File: src/rtl/refresh_seq_pkg.sv
package refresh_seq_pkg;

  typedef enum logic [3:0] {
    ST_IDLE, ST_PRE, ST_TRP, ST_REF, ST_TRC, ST_SRE, ST_SELF, ST_SXIT, ST_DONE
  } seqState_t;

  // strobes from control to datapath
  typedef struct packed {
    logic loadRp;
    logic loadRc;
    logic loadExit;
    logic decWait;
    logic loadJob;
    logic loadBurst;
    logic decRef;
    logic popPend;
    logic clrLowSeen;
    logic inSelf;
  } seqStrobe_t;

  // conditions reported back from the datapath
  typedef struct packed {
    logic waitZero;
    logic refZero;
    logic pendAny;
    logic lowSeen;
  } seqFlags_t;

endpackage

File: src/rtl/refresh_seq_dpath.sv
module refresh_seq_dpath
  import refresh_seq_pkg::*;
#(
  parameter int T_RP_CYC     = 2,
  parameter int T_RC_CYC     = 6,
  parameter int INTERVAL_CYC = 1560,
  parameter int JOB_LEN      = 1,
  parameter int BURST_LEN    = 4096,
  parameter int PEND_MAX     = 8
) (
  input  logic       clk,
  input  logic       rstN,
  input  seqStrobe_t strobe,
  output seqFlags_t  flags,
  output logic       pendErr
);

  localparam int WAIT_MAX = (T_RP_CYC > T_RC_CYC) ? T_RP_CYC : T_RC_CYC;
  localparam int WAIT_W   = $clog2(WAIT_MAX + 1);
  localparam int REF_MAX  = (JOB_LEN > BURST_LEN) ? JOB_LEN : BURST_LEN;
  localparam int REF_W    = $clog2(REF_MAX + 1);
  localparam int IV_W     = (INTERVAL_CYC > 1) ? $clog2(INTERVAL_CYC) : 1;
  localparam int PEND_W   = $clog2(PEND_MAX + 1);

  logic [WAIT_W-1:0] waitCnt;
  logic [REF_W-1:0]  refCnt;
  logic [IV_W-1:0]   intervalCnt;
  logic [PEND_W-1:0] pendCnt;
  logic              lowSeen;
  logic              tick;

  // wait counter shared by tRP, tRC and the exit window
  always_ff @(posedge clk) begin
    if (!rstN) begin
      waitCnt <= '0;
    end else if (strobe.loadRp) begin
      waitCnt <= WAIT_W'(T_RP_CYC - 2);
    end else if (strobe.loadRc) begin
      waitCnt <= WAIT_W'(T_RC_CYC - 2);
    end else if (strobe.loadExit) begin
      waitCnt <= WAIT_W'(T_RC_CYC - 1);
    end else if (strobe.decWait && (waitCnt != '0)) begin
      waitCnt <= waitCnt - 1'b1;
    end
  end

  // refreshes still to issue in the current job
  always_ff @(posedge clk) begin
    if (!rstN) begin
      refCnt <= '0;
    end else if (strobe.loadJob) begin
      refCnt <= REF_W'(JOB_LEN);
    end else if (strobe.loadBurst) begin
      refCnt <= REF_W'(BURST_LEN);
    end else if (strobe.decRef && (refCnt != '0)) begin
      refCnt <= refCnt - 1'b1;
    end
  end

  // interval timer, frozen while the memory refreshes itself
  assign tick = !strobe.inSelf && (intervalCnt == IV_W'(INTERVAL_CYC - 1));

  always_ff @(posedge clk) begin
    if (!rstN) begin
      intervalCnt <= '0;
    end else if (tick) begin
      intervalCnt <= '0;
    end else if (!strobe.inSelf) begin
      intervalCnt <= intervalCnt + 1'b1;
    end
  end

  // postponed intervals and overflow flag
  always_ff @(posedge clk) begin
    if (!rstN) begin
      pendCnt <= '0;
      pendErr <= 1'b0;
    end else begin
      unique case ({tick, strobe.popPend})
        2'b10: begin
          if (pendCnt == PEND_W'(PEND_MAX)) pendErr <= 1'b1;
          else                              pendCnt <= pendCnt + 1'b1;
        end
        2'b01: begin
          if (pendCnt != '0) pendCnt <= pendCnt - 1'b1;
        end
        default: ;
      endcase
    end
  end

  // set once a full self-refresh cycle has passed with CKE low
  always_ff @(posedge clk) begin
    if (!rstN)                  lowSeen <= 1'b0;
    else if (strobe.clrLowSeen) lowSeen <= 1'b0;
    else if (strobe.inSelf)     lowSeen <= 1'b1;
  end

  assign flags.waitZero = (waitCnt == '0);
  assign flags.refZero  = (refCnt == '0);
  assign flags.pendAny  = (pendCnt != '0);
  assign flags.lowSeen  = lowSeen;

endmodule

File: src/rtl/refresh_seq_ctrl.sv
module refresh_seq_ctrl
  import refresh_seq_pkg::*;
#(
  parameter bit RECOVER_BURST = 1'b0
) (
  input  logic       clk,
  input  logic       rstN,
  input  logic       refreshGnt,
  input  logic       srEnter,
  input  logic       srExit,
  input  seqFlags_t  flags,
  output seqStrobe_t strobe,
  output logic       refreshReq,
  output logic       refreshDone,
  output logic       memCke,
  output logic       memCsN,
  output logic       memRasN,
  output logic       memCasN,
  output logic       memWeN,
  output logic       memA10,
  output logic [1:0] seqStatus
);

  seqState_t state, stateNext;
  logic      srJob, srJobNext;

  always_ff @(posedge clk) begin
    if (!rstN) begin
      state <= ST_IDLE;
      srJob <= 1'b0;
    end else begin
      state <= stateNext;
      srJob <= srJobNext;
    end
  end

  always_comb begin
    stateNext = state;
    srJobNext = srJob;
    strobe    = '0;
    unique case (state)
      ST_IDLE: begin
        if (refreshGnt && srEnter) begin
          srJobNext = 1'b1;
          stateNext = ST_PRE;
        end else if (refreshGnt && flags.pendAny) begin
          srJobNext      = 1'b0;
          strobe.loadJob = 1'b1;
          stateNext      = ST_PRE;
        end
      end
      ST_PRE: begin
        strobe.loadRp = 1'b1;
        stateNext     = ST_TRP;
      end
      ST_TRP: begin
        if (flags.waitZero) stateNext = srJob ? ST_SRE : ST_REF;
        else                strobe.decWait = 1'b1;
      end
      ST_REF: begin
        strobe.decRef = 1'b1;
        strobe.loadRc = 1'b1;
        stateNext     = ST_TRC;
      end
      ST_TRC: begin
        if (flags.waitZero) stateNext = flags.refZero ? ST_DONE : ST_REF;
        else                strobe.decWait = 1'b1;
      end
      ST_SRE: begin
        strobe.clrLowSeen = 1'b1;
        stateNext         = ST_SELF;
      end
      ST_SELF: begin
        strobe.inSelf = 1'b1;
        if (srExit && flags.lowSeen) begin
          strobe.loadExit = 1'b1;
          stateNext       = ST_SXIT;
        end
      end
      ST_SXIT: begin
        if (flags.waitZero) begin
          if (RECOVER_BURST) begin
            strobe.loadBurst = 1'b1;
            stateNext        = ST_REF;
          end else begin
            stateNext = ST_DONE;
          end
        end else begin
          strobe.decWait = 1'b1;
        end
      end
      ST_DONE: begin
        strobe.popPend = !srJob;
        stateNext      = ST_IDLE;
      end
      default: stateNext = ST_IDLE;
    endcase
  end

  // command pins decoded from the current state
  always_comb begin
    memCke  = 1'b1;
    memCsN  = 1'b0;
    memRasN = 1'b1;
    memCasN = 1'b1;
    memWeN  = 1'b1;
    memA10  = 1'b0;
    unique case (state)
      ST_PRE: begin
        memRasN = 1'b0;
        memWeN  = 1'b0;
        memA10  = 1'b1;
      end
      ST_REF: begin
        memRasN = 1'b0;
        memCasN = 1'b0;
      end
      ST_SRE: begin
        memRasN = 1'b0;
        memCasN = 1'b0;
        memCke  = 1'b0;
      end
      ST_SELF: memCke = 1'b0;
      default: ;
    endcase
  end

  always_comb begin
    unique case (state)
      ST_IDLE:         seqStatus = 2'd0;
      ST_SRE, ST_SELF: seqStatus = 2'd2;
      ST_SXIT:         seqStatus = 2'd3;
      default:         seqStatus = 2'd1;
    endcase
  end

  assign refreshReq  = (state == ST_IDLE) && (srEnter || flags.pendAny);
  assign refreshDone = (state == ST_DONE);

endmodule

File: src/rtl/refresh_seq.sv
module refresh_seq
  import refresh_seq_pkg::*;
#(
  parameter int CLK_MHZ         = 100,
  parameter int T_RP_NS         = 18,
  parameter int T_RC_NS         = 60,
  parameter int REF_INTERVAL_NS = 15600,
  parameter bit BURST_MODE      = 1'b0,
  parameter int BURST_LEN       = 4096,
  parameter int PEND_MAX        = 8
) (
  input  logic       clk,
  input  logic       rstN,
  output logic       refreshReq,
  input  logic       refreshGnt,
  output logic       refreshDone,
  input  logic       srEnter,
  input  logic       srExit,
  output logic       memCke,
  output logic       memCsN,
  output logic       memRasN,
  output logic       memCasN,
  output logic       memWeN,
  output logic       memA10,
  output logic [1:0] seqStatus,
  output logic       pendErr
);

  // nanosecond figures rounded up to whole clocks, never below two
  localparam int T_RP_RAW     = (T_RP_NS * CLK_MHZ + 999) / 1000;
  localparam int T_RC_RAW     = (T_RC_NS * CLK_MHZ + 999) / 1000;
  localparam int T_RP_CYC     = (T_RP_RAW < 2) ? 2 : T_RP_RAW;
  localparam int T_RC_CYC     = (T_RC_RAW < 2) ? 2 : T_RC_RAW;
  localparam int IV_RAW       = (REF_INTERVAL_NS * CLK_MHZ) / 1000;
  localparam int INTERVAL_CYC = (IV_RAW < 1) ? 1 : IV_RAW;
  localparam int JOB_LEN      = BURST_MODE ? BURST_LEN : 1;

  seqStrobe_t strobe;
  seqFlags_t  flags;

  refresh_seq_ctrl #(
    .RECOVER_BURST(BURST_MODE)
  ) u_ctrl (
    .clk        (clk),
    .rstN       (rstN),
    .refreshGnt (refreshGnt),
    .srEnter    (srEnter),
    .srExit     (srExit),
    .flags      (flags),
    .strobe     (strobe),
    .refreshReq (refreshReq),
    .refreshDone(refreshDone),
    .memCke     (memCke),
    .memCsN     (memCsN),
    .memRasN    (memRasN),
    .memCasN    (memCasN),
    .memWeN     (memWeN),
    .memA10     (memA10),
    .seqStatus  (seqStatus)
  );

  refresh_seq_dpath #(
    .T_RP_CYC    (T_RP_CYC),
    .T_RC_CYC    (T_RC_CYC),
    .INTERVAL_CYC(INTERVAL_CYC),
    .JOB_LEN     (JOB_LEN),
    .BURST_LEN   (BURST_LEN),
    .PEND_MAX    (PEND_MAX)
  ) u_dpath (
    .clk    (clk),
    .rstN   (rstN),
    .strobe (strobe),
    .flags  (flags),
    .pendErr(pendErr)
  );

endmodule

File: config.mk
export PLATFORM = sky130hd
export DESIGN_NAME = refresh_seq
export DESIGN_NICKNAME = d
export VERILOG_FILES = /design/src/rtl/refresh_seq_pkg.sv /design/src/rtl/refresh_seq_dpath.sv /design/src/rtl/refresh_seq_ctrl.sv /design/src/rtl/refresh_seq.sv
export SDC_FILE = /design/constraint.sdc
export NUM_CORES = 1
export LEC_CHECK = 0
export BUFFER_PORTS_ARGS = -buffer_cell sky130_fd_sc_hd__clkbuf_2
export CORE_ASPECT_RATIO = 1.5
export CORE_MARGIN = 8
export CORE_UTILIZATION = 55
export DETAILED_ROUTE_END_ITERATION = 16
export PLACE_DENSITY = 0.74
export SLEW_MARGIN = 15
export SYNTH_ARGS = -nofsm -noshare
export SYNTH_HDL_FRONTEND = slang
export SYNTH_HIERARCHICAL = 1
export SYNTH_SLANG_ARGS = --single-unit
File: constraint.sdc
create_clock -name clk -period 3.6 [get_ports clk]
set_input_delay 0.54 -clock clk [delete_from_list [all_inputs] [get_ports clk]]
set_output_delay 0.54 -clock clk [all_outputs]
set_load 0.02 [all_outputs]
==> impl_metrics.csv, run 1 <==
group,metric,value,unit
status,status,"completed",
clock_tree,clock_sinks,38,
min_path,hold_path_depth,1,
logic_synthesis,synthMuxAreaShare,0.0304,
worst_setup_path,cp_num_buf_inv,1,
final_layout,drive_gt1_frac,0.121,
logic_synthesis,netlist_area,0.00230,mm²
min_path,min_path_type,"reg -> reg",
worst_setup_path,r2r-end,"u_dpath/pendCnt[3]",
global_route,grt.overflow.total,0,
routing,drtAntennaViolNets,0,
die,dieArea,0.00656,mm²
pwr,ir_drop,0.293,mV
min_path,hold_start,"u_dpath/pendErr",
timing,tightest_slew,0.829,ns
worst_setup_path,r2r_start,"u_ctrl/state[2]",
timing,max_slew_margin,0.442,
worst_setup_path,cpPeakStageDelay,0.59,ns
logic_synthesis,synth_seq_cells,38,
final_layout,ff_latch_area,761,µm²
logic_synthesis,synth_cell_type_count,61,
worst_setup_path,path_delay_family,"simple AND/OR/NAND/NOR gates",
logic_synthesis,synth.yosys.seq_area_share,0.330,
die,die_w,68.9,µm
clock_tree,clkTransAtPathRegs,0.08,ns
final_layout,nets,302,
timing,clock_skew,0.0104,ns
routing,route.detailed.drc,0,
global_route,track_usage,0.152,
worst_setup_path,crit_arrival,3.20,ns
worst_setup_path,cp_slowest_cell,"dfxtp_1",
clock_tree,ctsHoldBuffers,0,
worst_setup_path,critPathRequiredTime,3.80,ns
flow_run,cap_viol_max_count,0,
logic_synthesis,synthFlopType,"dfxtp_1",
timing,max_freq,333,MHz
timing,finalHoldViolCount,0,
logic_synthesis,synth_cells,276,
timing,rsz0062_at_grt,"false",
routing,dr.first_iter.drc_count,128,
worst_setup_path,crit_fanout,14,
clock_tree,tritoncts,"yes",
worst_setup_path,path_cells,"or2b_4 -> nor2_2 -> and3b_1 -> nand3_1 -> nand2_1 -> inv_1 -> ha_1 -> a21o_1 -> a2111oi_0 -> a2bb2oi_1 -> o32ai_1",
final_layout,multi_input_area,0.00140,mm²
logic_synthesis,yosys.area_share.simple,0.303,
logic_synthesis,synth_edf_count,0,
global_route,antenna_found_initial,0,
logic_synthesis,yosysWarningCount,6,
timing,fin_crit_sh,0.834,
die,num_io_pins,16,
clock_tree,insertion_delay,0.29,ns
timing,tns,0,ns
logic_synthesis,synthArstFlopShare,0,
timing,setup_violations,0,
worst_setup_path,critPathCaptureType,"flip-flop",
global_route,grt_pass1_vias,1856,
pwr,power_density,339,mW/mm²
routing,drt-total-wl,4.68,mm
logic_synthesis,synthAdderAreaFrac,0.0467,
placed_design,gp_congestion,0.830,
die,initial_utilization,0.557,
timing,fin_crit,3.00,ns
pwr,power,831,µW
worst_setup_path,ff2ff_path_depth,11,
logic_synthesis,synth_compound_area_frac,0.163,
pwr,p_leak,0.000914,µW
final_layout,n_fill_cell,395,
routing,num_vias,1948,
die,core_area,0.00414,mm²
clock_tree,postCtsSetupRepairBufs,0,
clock_tree,cts_buffers,5,
placed_design,hpwl,3.46,mm
placed_design,portBuffers,14,
die,die_h,95.3,µm
final_layout,syn_to_final_growth,6.41,%
global_route,grt_first_pass_wirelength,7.82,mm
worst_setup_path,cp-start-kind,"flip-flop",
final_layout,antenna_cells,0,
logic_synthesis,yosys.area_share.xor_xnor,0.0608,
logic_synthesis,synth_top_family_by_area,"simple AND/OR/NAND/NOR gates",
min_path,hold_end,"u_dpath/pendErr",
global_route,grt_max_degree,20,
clock_tree,cts_root_buffer,"clkbuf_8",
routing,post_drt_wl_per_cell,14.0,µm
clock_tree,ctsResizeCount,0,
worst_setup_path,path_class,"reg -> reg",
timing,slew_viol_final,0,
routing,vias_per_cell,5.81,
clock_tree,htreeDepth,2,
die,fp-row-count,29,
worst_setup_path,r2r_slack,0.60,ns
logic_synthesis,syn_area_per_cell,8.35,µm²
routing,drt_first_pass_iters,4,
clock_tree,clock_path_buffers,2,
-- synthesized netlist by cell type (3+ instances only) --
cell type / instances / area share
nand2b_1: 8 / 0.022
a21oi_1: 10 / 0.022
buf_4: 5 / 0.016
xnor2_1: 12 / 0.046
nand4b_1: 3 / 0.011
or4_1: 3 / 0.0098
nand4_1: 3 / 0.0081
a21o_1: 3 / 0.0098
nor4_1: 4 / 0.011
o21ai_0: 5 / 0.011
xor2_1: 4 / 0.015
nor2_1: 35 / 0.057
nand3b_1: 4 / 0.013
mux2i_1: 7 / 0.030
nor3_1: 8 / 0.017
nor2b_1: 5 / 0.014
inv_1: 18 / 0.029
nand2_1: 23 / 0.037
or3_1: 4 / 0.011
dfxtp_1: 38 / 0.33
nand3_1: 9 / 0.020
a41o_1: 3 / 0.013
and2_1: 3 / 0.0081
ha_1: 7 / 0.038
a31oi_1: 3 / 0.0081
-- stage by stage --
stage	hold slack (ns)	instance area (µm²)	std cells	utilization	setup WS (ns)
finish	0.486	2450	335	0.593	0.599
global route	0.526	2450	335	0.593	0.376
CTS	0.483	2450	335	0.593	0.629
detailed placement	0.467	2370	328	0.574	0.654
global placement	0.466	2370	328	0.574	0.763
floorplan	0.454	2310	277	-	0.581
-- how the worst max path moves through the flow --
stage                     from                 end  slack, ns  cells after the start
2_1_floorplan  u_ctrl/state[1]  u_dpath/pendCnt[3]       0.58                     10
3_3_place_gp   u_ctrl/state[2]  u_dpath/pendCnt[3]       0.76                     11
3_5_place_dp   u_ctrl/state[2]  u_dpath/pendCnt[3]       0.65                     11
4_1_cts        u_ctrl/state[2]  u_dpath/pendCnt[3]       0.63                     11
5_1_grt        u_ctrl/state[2]  u_dpath/pendCnt[3]       0.38                     11
6_report       u_ctrl/state[2]  u_dpath/pendCnt[3]       0.60                     11
-- layout make-up --
class / count / share of cell area
tap: 46 / 0.0235
sequential: 38 / 0.310
clock inverter: 2 / 0.00408
inverter: 19 / 0.0291
multi-input combinational: 209 / 0.570
clock buffer: 5 / 0.0281
timing repair buffer: 16 / 0.0347
-- flip-flops by register name (all words and copies together), names as in the netlist --
register / flops
u_dpath/refCnt: 13
u_dpath/intervalCnt: 11
u_ctrl/state: 4
u_dpath/pendCnt: 4
u_dpath/waitCnt: 3
u_ctrl/srJob: 1
u_dpath/lowSeen: 1
u_dpath/pendErr: 1
-- routing by layer --
layer	part of all wire	GRT usage	up-vias
met5	0	0	-
met4	0.016	0.0756	0
met3	0.056	0.0341	6
met2	0.49	0.261	37
met1	0.43	0.169	896
li1	-	-	1009
-- cell usage in the layout (no fill, tap or decap), types with 3 or more instances in the layout --
master and n:
dfxtp_1 38, nor2_1 35, nand2_1 23, inv_1 18, clkbuf_2 14, xnor2_1 12, a21oi_1 10, nand3_1 9
nand2b_1 8, nor3_1 8, mux2i_1 7, ha_1 7, clkbuf_8 5, nor2b_1 5, o21ai_0 5, or3_1 4
nand3b_1 4, nor4_1 4, xor2_1 4, a21o_1 3, nand4b_1 3, or4_1 3, nand4_1 3, and2_1 3
a31oi_1 3, a41o_1 3
-- cells by family after synthesis --
logic type	count (synthesis)
multiplexers	7
XOR/XNOR	16
AND/OR/NAND/NOR	128
other	1
AO/OA/AOI/OAI	48
flip-flops	38
buffers and inverters	30
adder cells (fa/ha/maj)	8
-- where the power goes --
group / switching [µW] / internal [µW]
sequential: 15.2 / 429
clock: 145 / 130
combinational: 67.6 / 44.7
total: 228 / 603
(Power assumes the default switching activity.)
==> run 2, diff against run 1 <==
Clock period 3.6 ns to 2.9 ns, I/O delays scaled along.
==> impl_metrics.csv, run 2 (synthesized netlist as in run 1, its figures left out) <==
group,metric,value,unit
routing,dr.first_iter.drc_count,92,
final_layout,drive_gt1_frac,0.145,
final_layout,antenna_cells,0,
worst_setup_path,crit_arrival,3.00,ns
pwr,ir_drop,0.497,mV
die,num_io_pins,16,
status,status,"completed",
pwr,pwr-share-clk,0.444,
final_layout,reg.largest.list,"u_dpath/refCnt: 13 flops, u_dpath/intervalCnt: 11 flops",
worst_setup_path,cp-start-kind,"flip-flop",
timing,tightest_slew,0.721,ns
pwr,power_frac_seq,0.434,
pwr,switching_share,0.234,
routing,vias_per_cell,5.95,
clock_tree,clkTransAtPathRegs,0.08,ns
routing,met2_length,2.61,mm
placed_design,gp_congestion,0.875,
placed_design,placed_cell_area,0.00242,mm²
clock_tree,clock_path_buffers,2,
routing,drt_first_pass_iters,4,
final_layout,final_area,0.00257,mm²
routing,num_vias,2036,
routing,met3_length,231,µm
pwr,p_int,960,µW
clock_tree,clock_sinks,38,
final_layout,syn_to_final_growth,11.5,%
timing,max_freq,358,MHz
pwr,combPwrFrac,0.123,
global_route,track_usage,0.160,
worst_setup_path,crit_fanout,6,
placed_design,portBuffers,14,
clock_tree,cts_root_buffer,"clkbuf_8",
global_route,grt.overflow.total,0,
routing,wl_met1,1.97,mm
timing,clock_skew,0.0107,ns
clock_tree,htreeDepth,2,
die,dieArea,0.00656,mm²
routing,post_drt_wl_per_cell,14.5,µm
clock_tree,tritoncts,"yes",
die,die_w,68.9,µm
min_path,min_path_type,"in -> reg",
routing,route.detailed.drc,0,
clock_tree,cts_buffers,5,
die,die_h,95.3,µm
timing,fin_crit,2.80,ns
flow_run,cap_viol_max_count,0,
die,core_area,0.00414,mm²
final_layout,largest_reg_flops,13,
final_layout,nets,308,
global_route,grt_pass1_vias,1902,
pwr,power,1250,µW
timing,hold_ws,0.448,ns
die,fp-row-count,29,
timing,slew_viol_final,0,
final_layout,layout_commonest_cell,"dfxtp_1",
timing,setup_violations,0,
timing,max_slew_margin,0.519,
worst_setup_path,path_class,"reg -> reg",
timing,finalHoldViolCount,0,
global_route,grt_max_degree,20,
clock_tree,insertion_delay,0.30,ns
placed_design,hpwl,3.69,mm
worst_setup_path,critPathCaptureType,"flip-flop",
die,initial_utilization,0.557,
final_layout,top_register,"u_dpath/refCnt",
worst_setup_path,critPathRequiredTime,3.11,ns
global_route,antenna_found_initial,0,
pwr,p_sw,294,µW
final_layout,most-common-layout-cells,"dfxtp_1 (38), nor2_1 (35), nand2_1 (23)",
routing,drt-total-wl,4.94,mm
routing,highest_layer,"met4",
routing,drtAntennaViolNets,0,
global_route,grt_first_pass_wirelength,8.09,mm
timing,fin_crit_sh,0.964,
pwr,p_leak,0.000973,µW
pwr,power_density,488,mW/mm²
final_layout,layout.core_utilization,0.621,
-- run 2: cell count changes in the layout (fill, tap and decap cells not counted), sizes merged --
cell    before  now
clkinv       3    1
buf          2    8
clkbuf      19   20
bufinv       0    2
-- run 2: critical path: stages (launching register included) --
cell	delay [ns]
dfxtp_1	0.42
or2b_4	0.32
nor2_2	0.13
and3b_1	0.22
nand3_1	0.12
nand2_1	0.09
inv_1	0.13
ha_1	0.25
a21o_1	0.21
a2111oi_1	0.46
a2bb2oi_1	0.12
o32ai_1	0.23
-- run 2: worst paths after layout --
| check | startpoint | end | slack (ns) | depth (start not counted) |
|---|---|---|---|---|
| setup / recovery | u_ctrl/state[2] | u_dpath/pendCnt[3] | 0.10 | 11 |
| hold / removal | refreshGnt | u_ctrl/srJob | 0.45 | 3 |
| setup reg to reg | u_ctrl/state[2] | u_dpath/pendCnt[3] | 0.10 | 11 |
| hold reg to reg | u_dpath/pendErr | u_dpath/pendErr | 0.48 | 1 |
-- run 2: final cells by class --
class | instances | area (µm²)
clock buffer | 6 | 82.6
clock inverter | 2 | 60.1
fill | 379 | 1570
inverter | 19 | 71.3
multi-input combinational | 209 | 1410
sequential | 38 | 761
tap | 46 | 57.6
timing repair buffer | 22 | 130
-- run 2: through the flow --
stage	std cells	TNS (ns)	setup slack [ns]
floorplan	277	0	0.146
global placement	334	0	0.304
detailed placement	334	0	0.248
CTS	342	0	0.155
global route	342	-0.00998	-0.00998
finish	342	0	0.105
-- run 2: repair_timing --
action	CTS	global route
resized for setup	0	1
setup endpoints to repair	0	1
hold buffers	0	0
setup buffers	0	0
-- run 2: routing by layer --
layer,track usage,vias to the layer above
li1,-,1019
met1,0.153,954
met2,0.292,44
met3,0.0353,19
met4,0.0975,0
met5,0,-
-- run 2: power by group through the flow --
stage | Clock [µW] | Combinational, µW | Sequential, µW
2_1_floorplan | 0 | 121 | 553
3_3_place_gp | 0 | 153 | 556
3_5_place_dp | 0 | 154 | 556
4_1_cts | 574 | 155 | 543
5_1_grt | 593 | 169 | 545
6_report | 556 | 154 | 543
